### src/rtl/pdn_pkg.sv
package pdn_pkg;

    localparam int CTL_W          = 7;
    localparam int BIT_RST_B      = 0;
    localparam int BIT_ISO        = 1;
    localparam int BIT_SW1        = 2;
    localparam int BIT_SW2        = 3;
    localparam int BIT_CLKOFF     = 4;
    localparam int BIT_SRAM_CKISO = 5;
    localparam int BIT_SRAM_ISO_B = 6;

    // powered-on vector: sram iso_b high, switches on, reset released
    localparam logic [CTL_W-1:0] CTL_ON = 7'b1001101;

    localparam logic [2:0] STEP_L1REQ = 3'd3;
    localparam logic [2:0] STEP_LAST  = 3'd7;

    typedef enum logic [2:0] {
        SQ_IDLE,
        SQ_STEP,
        SQ_GAP,
        SQ_ACK,
        SQ_OFF
    } seq_st_e;

endpackage

### src/rtl/pdn_step_apply.sv
module pdn_step_apply
    import pdn_pkg::*;
(
    input  logic [CTL_W-1:0] vec_i,
    input  logic [2:0]       step_i,
    output logic [CTL_W-1:0] vec_o,
    output logic             req_o
);

    always_comb begin
        vec_o = vec_i;
        req_o = 1'b0;
        unique case (step_i)
            3'd0: vec_o[BIT_ISO]        = 1'b1;
            3'd1: vec_o[BIT_SRAM_CKISO] = 1'b1;
            3'd2: vec_o[BIT_SRAM_ISO_B] = 1'b0;
            3'd3: req_o                 = 1'b1;
            3'd4: vec_o[BIT_RST_B]      = 1'b0;
            3'd5: vec_o[BIT_CLKOFF]     = 1'b1;
            3'd6: vec_o[BIT_SW1]        = 1'b0;
            3'd7: vec_o[BIT_SW2]        = 1'b0;
            default: vec_o = vec_i;
        endcase
    end

endmodule

### src/rtl/pdn_off_detect.sv
module pdn_off_detect #(
    parameter int NCORE   = 3,
    parameter int STA_W   = 16,
    parameter int STA_LSB = 10
) (
    input  logic [STA_W-1:0] sta_i,
    input  logic [STA_W-1:0] sta2_i,
    output logic [NCORE-1:0] off_o
);

    for (genvar i = 0; i < NCORE; i++) begin : g_core
        assign off_o[i] = ~sta_i[STA_LSB+i] & ~sta2_i[STA_LSB+i];
    end

endmodule

### src/rtl/cpu_pdn_seq.sv
module cpu_pdn_seq
    import pdn_pkg::*;
#(
    parameter int          NCORE   = 3,
    parameter int          STA_W   = 16,
    parameter int          STA_LSB = 10,
    parameter int          SETTLE  = 2,
    parameter int          KEY_W   = 16,
    parameter logic [15:0] KEY     = 16'h5A17
) (
    input  logic                   clk_i,
    input  logic                   rst_ni,
    input  logic                   start_i,
    input  logic                   cfg_wr_i,
    input  logic [2*KEY_W-1:0]     cfg_data_i,
    input  logic [NCORE-1:0]       l1_ack_i,
    input  logic [STA_W-1:0]       pwr_sta_i,
    input  logic [STA_W-1:0]       pwr_sta2_i,
    output logic [NCORE*CTL_W-1:0] ctrl_o,
    output logic [NCORE-1:0]       l1_req_o,
    output logic                   done_o
);

    localparam int CFG_W  = 2 * KEY_W;
    localparam int CORE_W = (NCORE < 2) ? 1 : $clog2(NCORE);
    localparam int CNT_W  = (SETTLE < 2) ? 1 : $clog2(SETTLE + 1);

    typedef struct packed {
        seq_st_e                      st;
        logic [2:0]                   step;
        logic [CORE_W-1:0]            core;
        logic [CNT_W-1:0]             cnt;
        logic [NCORE-1:0][CTL_W-1:0]  ctrl;
        logic [NCORE-1:0]             req;
        logic                         done;
        logic                         unlock;
    } seq_s;

    seq_s q, d;

    logic [CTL_W-1:0] app_vec;
    logic             app_req;
    logic [NCORE-1:0] off_vec;
    seq_st_e          adv_st;
    logic [2:0]       adv_step;

    pdn_step_apply u_apply (
        .vec_i  (q.ctrl[q.core]),
        .step_i (q.step),
        .vec_o  (app_vec),
        .req_o  (app_req)
    );

    pdn_off_detect #(
        .NCORE   (NCORE),
        .STA_W   (STA_W),
        .STA_LSB (STA_LSB)
    ) u_off (
        .sta_i  (pwr_sta_i),
        .sta2_i (pwr_sta2_i),
        .off_o  (off_vec)
    );

    // where the sequence goes once a step and its settle time are over
    always_comb begin
        adv_step = q.step + 3'd1;
        if (q.step == STEP_L1REQ) begin
            adv_st = SQ_ACK;
        end else if (q.step == STEP_LAST) begin
            adv_st = SQ_OFF;
        end else begin
            adv_st = SQ_STEP;
        end
    end

    always_comb begin
        d      = q;
        d.done = 1'b0;

        if (cfg_wr_i && (cfg_data_i[CFG_W-1:KEY_W] == KEY)) begin
            d.unlock = cfg_data_i[0];
        end

        unique case (q.st)
            SQ_IDLE: begin
                if (start_i && q.unlock) begin
                    d.st   = SQ_STEP;
                    d.step = 3'd0;
                    d.core = '0;
                end
            end
            SQ_STEP: begin
                d.ctrl[q.core] = app_vec;
                if (app_req) begin
                    d.req[q.core] = 1'b1;
                end
                if (SETTLE == 0) begin
                    d.st   = adv_st;
                    d.step = adv_step;
                end else begin
                    d.st  = SQ_GAP;
                    d.cnt = CNT_W'(SETTLE - 1);
                end
            end
            SQ_GAP: begin
                if (q.cnt == '0) begin
                    d.st   = adv_st;
                    d.step = adv_step;
                end else begin
                    d.cnt = q.cnt - 1'b1;
                end
            end
            SQ_ACK: begin
                if (l1_ack_i[q.core]) begin
                    d.st = SQ_STEP;
                end
            end
            SQ_OFF: begin
                if (off_vec[q.core]) begin
                    if (q.core == CORE_W'(NCORE - 1)) begin
                        d.done = 1'b1;
                        d.st   = SQ_IDLE;
                    end else begin
                        d.core = q.core + 1'b1;
                        d.step = 3'd0;
                        d.st   = SQ_STEP;
                    end
                end
            end
            default: d.st = SQ_IDLE;
        endcase
    end

    always_ff @(posedge clk_i or negedge rst_ni) begin
        if (!rst_ni) begin
            q.st     <= SQ_IDLE;
            q.step   <= 3'd0;
            q.core   <= '0;
            q.cnt    <= '0;
            q.ctrl   <= {NCORE{CTL_ON}};
            q.req    <= '0;
            q.done   <= 1'b0;
            q.unlock <= 1'b0;
        end else begin
            q <= d;
        end
    end

    assign ctrl_o   = q.ctrl;
    assign l1_req_o = q.req;
    assign done_o   = q.done;

endmodule

### config.mk
export PLATFORM = sky130hd
export DESIGN_NAME = cpu_pdn_seq
export DESIGN_NICKNAME = d
export VERILOG_FILES = /design/src/rtl/pdn_pkg.sv /design/src/rtl/pdn_step_apply.sv /design/src/rtl/pdn_off_detect.sv /design/src/rtl/cpu_pdn_seq.sv
export SDC_FILE = /design/constraint.sdc
export NUM_CORES = 1
export LEC_CHECK = 0
export ABC_AREA = 1
export BUFFER_PORTS_ARGS = -buffer_cell sky130_fd_sc_hd__buf_2
export CORE_UTILIZATION = 40
export CTS_CLUSTER_SIZE = 20
export DETAILED_ROUTE_END_ITERATION = 10
export GPL_TIMING_DRIVEN = 0
export PLACE_DENSITY_LB_ADDON = 0.2
export RECOVER_POWER = 50
export SYNTH_ARGS = -nofsm -noshare
export SYNTH_HDL_FRONTEND = slang
export SYNTH_SLANG_ARGS = --single-unit
### constraint.sdc
create_clock -name clk_i -period 1.3 [get_ports clk_i]
set_input_delay 0.195 -clock clk_i [delete_from_list [all_inputs] [get_ports clk_i]]
set_output_delay 0.195 -clock clk_i [all_outputs]
set_load 0.01 [all_outputs]
==> results of run 1 <==
sequential cells by signal (all words and copies together), names as in the netlist:
register,flops
q,11
ctrl_o,21
l1_req_o,3
done_o,1
area by class of cell:
cell class / count / area, um^2 / share of cell area, %
inverters: 42 / 167.7 / 5.588
multi-input cells: 173 / 1066 / 35.53
clock buffers: 7 / 76.32 / 2.544
plain buffers: 27 / 211.5 / 7.048
clock inverters: 1 / 5.005 / 0.1668
repair buffers: 76 / 464.2 / 15.47
flip-flops and latches: 36 / 922.1 / 30.73
well taps: 70 / 87.58 / 2.919
cell usage in the layout (no fill, tap or decap), types with 5 or more instances in the layout:
| cell type | count |
|---|---|
| buf_2 | 54 |
| buf_4 | 43 |
| clkbuf_8 | 5 |
| dfrtp_1 | 19 |
| dfrtp_2 | 5 |
| dfstp_2 | 12 |
| ha_1 | 7 |
| inv_1 | 31 |
| inv_2 | 7 |
| nand2_1 | 57 |
| nand2_2 | 10 |
| nand4_1 | 10 |
| nor2_1 | 16 |
| o21ai_0 | 18 |
| o21ai_1 | 18 |
worst max path at each step:
stage,startpoint,endpoint,slack [ns],cells past startpoint
2_1_floorplan,q[28],q[32],0.004,11
3_3_place_gp,q[29],q[28],-0.17,8
3_5_place_dp,q[29],q[29],-0.19,8
4_1_cts,q[28],q[32],-0.05,11
5_1_grt,q[31],q[33],-0.17,7
6_report,q[30],q[33],-0.05,7
stage by stage:
| stage | power (W) | hold WS [ns] | setup slack [ns] | area [um^2] |
|---|---|---|---|---|
| 2_1_floorplan | 0.002131 | -0.1006 | 0.003583 | 2225 |
| 3_3_place_gp | 0.002383 | 0.3242 | -0.1734 | 2582 |
| 3_5_place_dp | 0.002410 | 0.3259 | -0.1940 | 2582 |
| 4_1_cts | 0.003497 | 0.01511 | -0.05329 | 2914 |
| 5_1_grt | 0.003834 | 0.09131 | -0.1661 | 3000 |
| 6_report | 0.003607 | 0.01824 | -0.05397 | 3000 |
cell families after synthesis:
logic type	Yosys count	share of synthesized area, %
fa+ha+maj	11	6.236
compound gates	47	11.91
buf+inv	69	16.50
flops	36	41.50
simple gates	113	23.87
worst max-delay path: stages (launching register included):
cell and delay (ns):
dfrtp_1 0.39, ha_2 0.21, ha_1 0.15, inv_1 0.05
o21ai_0 0.20, nand2_1 0.10, nand4_1 0.10, nand2_1 0.05
what timing repair did:
| item | in CTS | in global routing |
|---|---|---|
| cloned | 3 | 0 |
| buffers inserted | 16 | 5 |
| pin swaps | 8 | 8 |
| endpoints found under the setup margin | 27 | 31 |
| resized for setup | 35 | 18 |
report_power, final:
part           total [W]  internal, W  switching, W
clock           0.000780     0.000377      0.000403
sequential       0.00131      0.00123     0.0000793
combinational    0.00151     0.000659      0.000856
per-layer routing:
layer  vias up  global-route usage [%]
met5         -                       0
met2        51                   35.23
met1       930                   23.31
li1       1039                       -
met4         0                   7.308
met3        13                   3.593
==> run metrics, run 1 <==
status finished, violations left; violated checks negative setup slack; met3 wire len 232 um; Reg2Reg Setup Slack -0.05 ns; fin crit period 1.354 ns; io pins 96; TritonCTS buffer count 5; dpl cells 400; Fin. Hold Viols 0; max-slew violation count 0; Die ar. 5819 um^2; pin count of the biggest net entering global routing 37; CP Data Required Time 1.47 ns; post-synthesis sequential area ratio 41.50%; syn_nets 358; starting density of the core 42.40%; ys flop type dfrtp_1; Worst-path clk slew 0.08 ns; crit start category flip-flop; synth top area cells dfrtp_1 (27%), dfstp_2 (14%), nand2_1 (11%); Yosys warning count 0; Layout area overhead 35.94%; final wirelength 5399 um; Seq cells post-synth 36; reg2reg end q[33]; Hold Crit Class input pin to asynchronous set/reset pin; total track usage 19.68%; diode count 0; leakage 1.549 nW; share of cells above drive strength 1 47.24%; Routed Antenna Nets 0; # DRC 0; DR pass1 iterations 5; Metal-1 WL 2385 um; WL/cell 12.50 um; Layout fillers 467; detailed router's first-iteration violation count 105; GRT overflow 0; standard-cell row count 26; Slew HR 41.22%; Worst Path Class, Setup flip-flop to flip-flop; latest clock arrival within the worst-skew pair 0.29 ns; Post-CTS Hold Buffers 0; FF-to-FF path depth 7; CTS Root Buffer Type clkbuf_8; Final #Nets 443; final setup margin -0.05397 ns; syn avg cell area 7.997 um^2; DR WL met2 2681 um; non-filler instance count after layout 432; Slew @ Worst Pin 0.8816 ns; Peak VDD IR 0.001050 V; Via Count 2033; dpl hpwl 3555 um; H-Tree Depth 2; fmax 738.6 MHz; Mapped Area 2207 um^2; core area 5205 um^2; CTS tree built; R2R Path Start q[30]; post-synth cell types 29; RSZ-0062 raised after global routing yes; clock sinks 36; Post-synth EDFFs 0; most numerous cell in the Yosys netlist nand2_1; highest metal used met4; CP Data Arrival Time 1.53 ns; die width 76.28 um; Die Ht 76.28 um; Synth top area share 27.21%; Layout Skew 0.007718 ns; post-synth top area cell dfrtp_1; RD Place Congestion 0.8916; setup TNS -0.3878 ns; first-pass GRT wire length 9101 um; # Max-Cap Violations 0; IO buf count 54; vias per inst 4.706; crit-path max FO 3; vias in the first global route 2046; Cells after Synth 276; Final Util 57.64%; Tcrit/Tclk final 104.2%; PD cells 1202 nW/um^2; post-synthesis async set-or-reset flop share 100.0%; Worst Setup End Kind flip-flop; Final Setup Violations 20; Clock Tree Buf Depth 2; initial antenna violation count 0; Post-synth top cells nand2_1 (64), o21ai_0 (34), inv_1 (32), buf_4 (25), dfrtp_1 (24)
Note: power is estimated with default switching activity, not from simulation.
==> inputs of run 2 (changes only) <==
--- a/config.mk
+++ b/config.mk
@@ -7,6 +7,7 @@
 export LEC_CHECK = 0
 export ABC_AREA = 1
 export BUFFER_PORTS_ARGS = -buffer_cell sky130_fd_sc_hd__buf_2
+export CORE_ASPECT_RATIO = 1.75
 export CORE_UTILIZATION = 40
 export CTS_CLUSTER_SIZE = 20
 export DETAILED_ROUTE_END_ITERATION = 10
==> run 2 against run 1 <==
The run still ends with negative setup slack left. Critical path type unchanged. First-iteration DRC count fell by 58%. Highest routed layer unchanged. Critical endpoint is now q[32]. Clock-buffer cell count did not move. Cell count fell by 0.23%. Register-to-register slack got worse by 0.02 ns. Setup slack got worse by 0.023 ns.
==> run metrics, run 2 (synthesis results as in run 1) <==
status finished, violations left; violated checks negative setup slack; Worst Setup End Kind flip-flop; Clock Tree Buf Depth 2 (unchanged); max-slew violation count 0 (unchanged); Routed Antenna Nets 0 (unchanged); Hold Crit Class input pin to asynchronous set/reset pin; DR pass1 iterations 4 (-1); vias in the first global route 1958 (-4.3%); fin crit period 1.377 ns (+0.02266 ns); non-filler instance count after layout 431 (-0.23%); detailed router's first-iteration violation count 44 (-58%); Slew @ Worst Pin 0.8925 ns (+0.01090 ns); Worst Path Class, Setup flip-flop to flip-flop; share of cells above drive strength 1 47.06% (-0.18 points); hold slack 0.01379 ns (-0.004441 ns); Layout fillers 470 (+0.64%); Worst path max stage delay 0.49 ns (+0.10 ns); # DRC 0 (unchanged); RSZ-0062 raised after global routing yes; IO buf count 54 (unchanged); starting density of the core 41.65% (-0.75 points); most common cell after layout, fill and taps aside nand2_1; # Max-Cap Violations 0 (unchanged); dpl hpwl 3652 um (+2.7%); CTS tree built; Slew HR 40.50% (-0.73 points); fmax 726.4 MHz (-1.6%); Post-CTS Hold Buffers 0 (unchanged); total track usage 19.07% (-0.61 points); RD Place Congestion 0.8426 (-5.5%); Layout area overhead 38.32%; Die ar. 5830 um^2 (+0.20%); diode count 0 (unchanged); core area 5299 um^2 (+1.8%); Critical Path, Cell by Cell inv_1, ha_1, nor2_1, nand4_1, nand2_1; pin count of the biggest net entering global routing 37 (unchanged); setup TNS -0.4193 ns (-0.03152 ns); Final Setup Violations 11 (-45%); vias per inst 4.731 (+0.53%); Via Count 2039 (+0.30%); GRT overflow 0 (unchanged); Layout Skew 0.006995 ns (-0.0007227 ns); Tcrit/Tclk final 105.9% (+1.7 points); most frequent cells in the layout nand2_1 (58), buf_2 (54), buf_4 (38); PD cells 1189 nW/um^2 (-1.1%); crit start category flip-flop; Peak VDD IR 0.0006962 V (-34%); CP Data Required Time 1.53 ns (+0.06 ns); H-Tree Depth 2 (unchanged); leakage 1.521 nW (-1.8%); total power 0.003631 W (+0.67%); max reg flops 21 (unchanged); clock sinks 36 (unchanged); crit-path max FO 7 (+4); Worst-path clk slew 0.07 ns (about the same); CP Data Arrival Time 1.61 ns (+0.08 ns); TritonCTS buffer count 5 (unchanged); WL/cell 11.91 um (-4.7%); final wirelength 5135 um (-4.9%); final setup margin -0.07663 ns (-0.02266 ns); crit path max-delay cell type dfrtp_2; Die Ht 100.3 um (+31%); first-pass GRT wire length 8424 um (-7.4%); Final #Nets 438 (-1.1%); Place WS -0.1894 ns (+0.004529 ns); CTS Root Buffer Type clkbuf_8; io pins 96 (unchanged); latest clock arrival within the worst-skew pair 0.29 ns (about the same); die width 58.15 um (-24%); Fin. Hold Viols 0 (unchanged); standard-cell row count 35 (+35%); FF-to-FF path depth 5 (-2); initial antenna violation count 0 (unchanged); dpl cells 404 (+1.0%)
## run 2: changes by cell type in the layout (fill, tap and decap cells not counted), sizes merged
cell   change
nand2      -1
buf        -4
## run 2: worst paths after layout
path / start / end / slack (ns)
setup / recovery: q[32] / q[32] / -0.08
hold / removal: rst_ni / done_o / 0.01
setup reg to reg: q[32] / q[32] / -0.08
hold reg to reg: l1_req_o[2] / l1_req_o[2] / 0.48
max in group asynchronous: rst_ni / q[35] / 0.67
min in group clk_i: cfg_data_i[0] / q[0] / 0.14
## run 2: routing by layer
layer / up-vias / routed length (um) / track usage [%]
met5: - / 0 / 0
met4: 0 / 198 / 8.608
met3: 19 / 170 / 3.479
met2: 56 / 2857 / 36.34
met1: 945 / 1908 / 19.29
li1: 1019 / - / -
## run 2: power breakdown
group / internal (W) / switching, W
logic: 0.000565 / 0.000829
registers: 0.00123 / 0.000105
clock network: 0.000492 / 0.000406
## run 2: layout make-up
type	count	area, um^2	share of cell area, %
inverter	42	172.7	5.656
clock inverter	1	5.005	0.1639
buffer	27	211.5	6.926
clock buffer	7	97.59	3.197
tap	74	92.59	3.033
multi-input combinational	172	1114	36.48
timing repair buffer	72	437.9	14.34
sequential	36	922.1	30.20
## run 2: critical path, delay by kind of cell (launching register included)
kind,cells,cell delay [ns]
flops,1,0.49
simple gates,3,0.32
fa+ha+maj,1,0.28
buf+inv,1,0.22
## run 2: timing repair
item,4_1_cts,5_1_grt
pin swaps,9,7
gates resized for setup,28,40
gates cloned,2,0
setup endpoints to repair,30,29
setup buffers,9,8
## run 2: per-stage QoR
stage,instance area (um^2),util (%)
floorplan,2225,-
global placement,2587,48.83
detailed placement,2587,48.83
CTS,2853,53.84
global route,3053,57.62
finish,3053,57.62
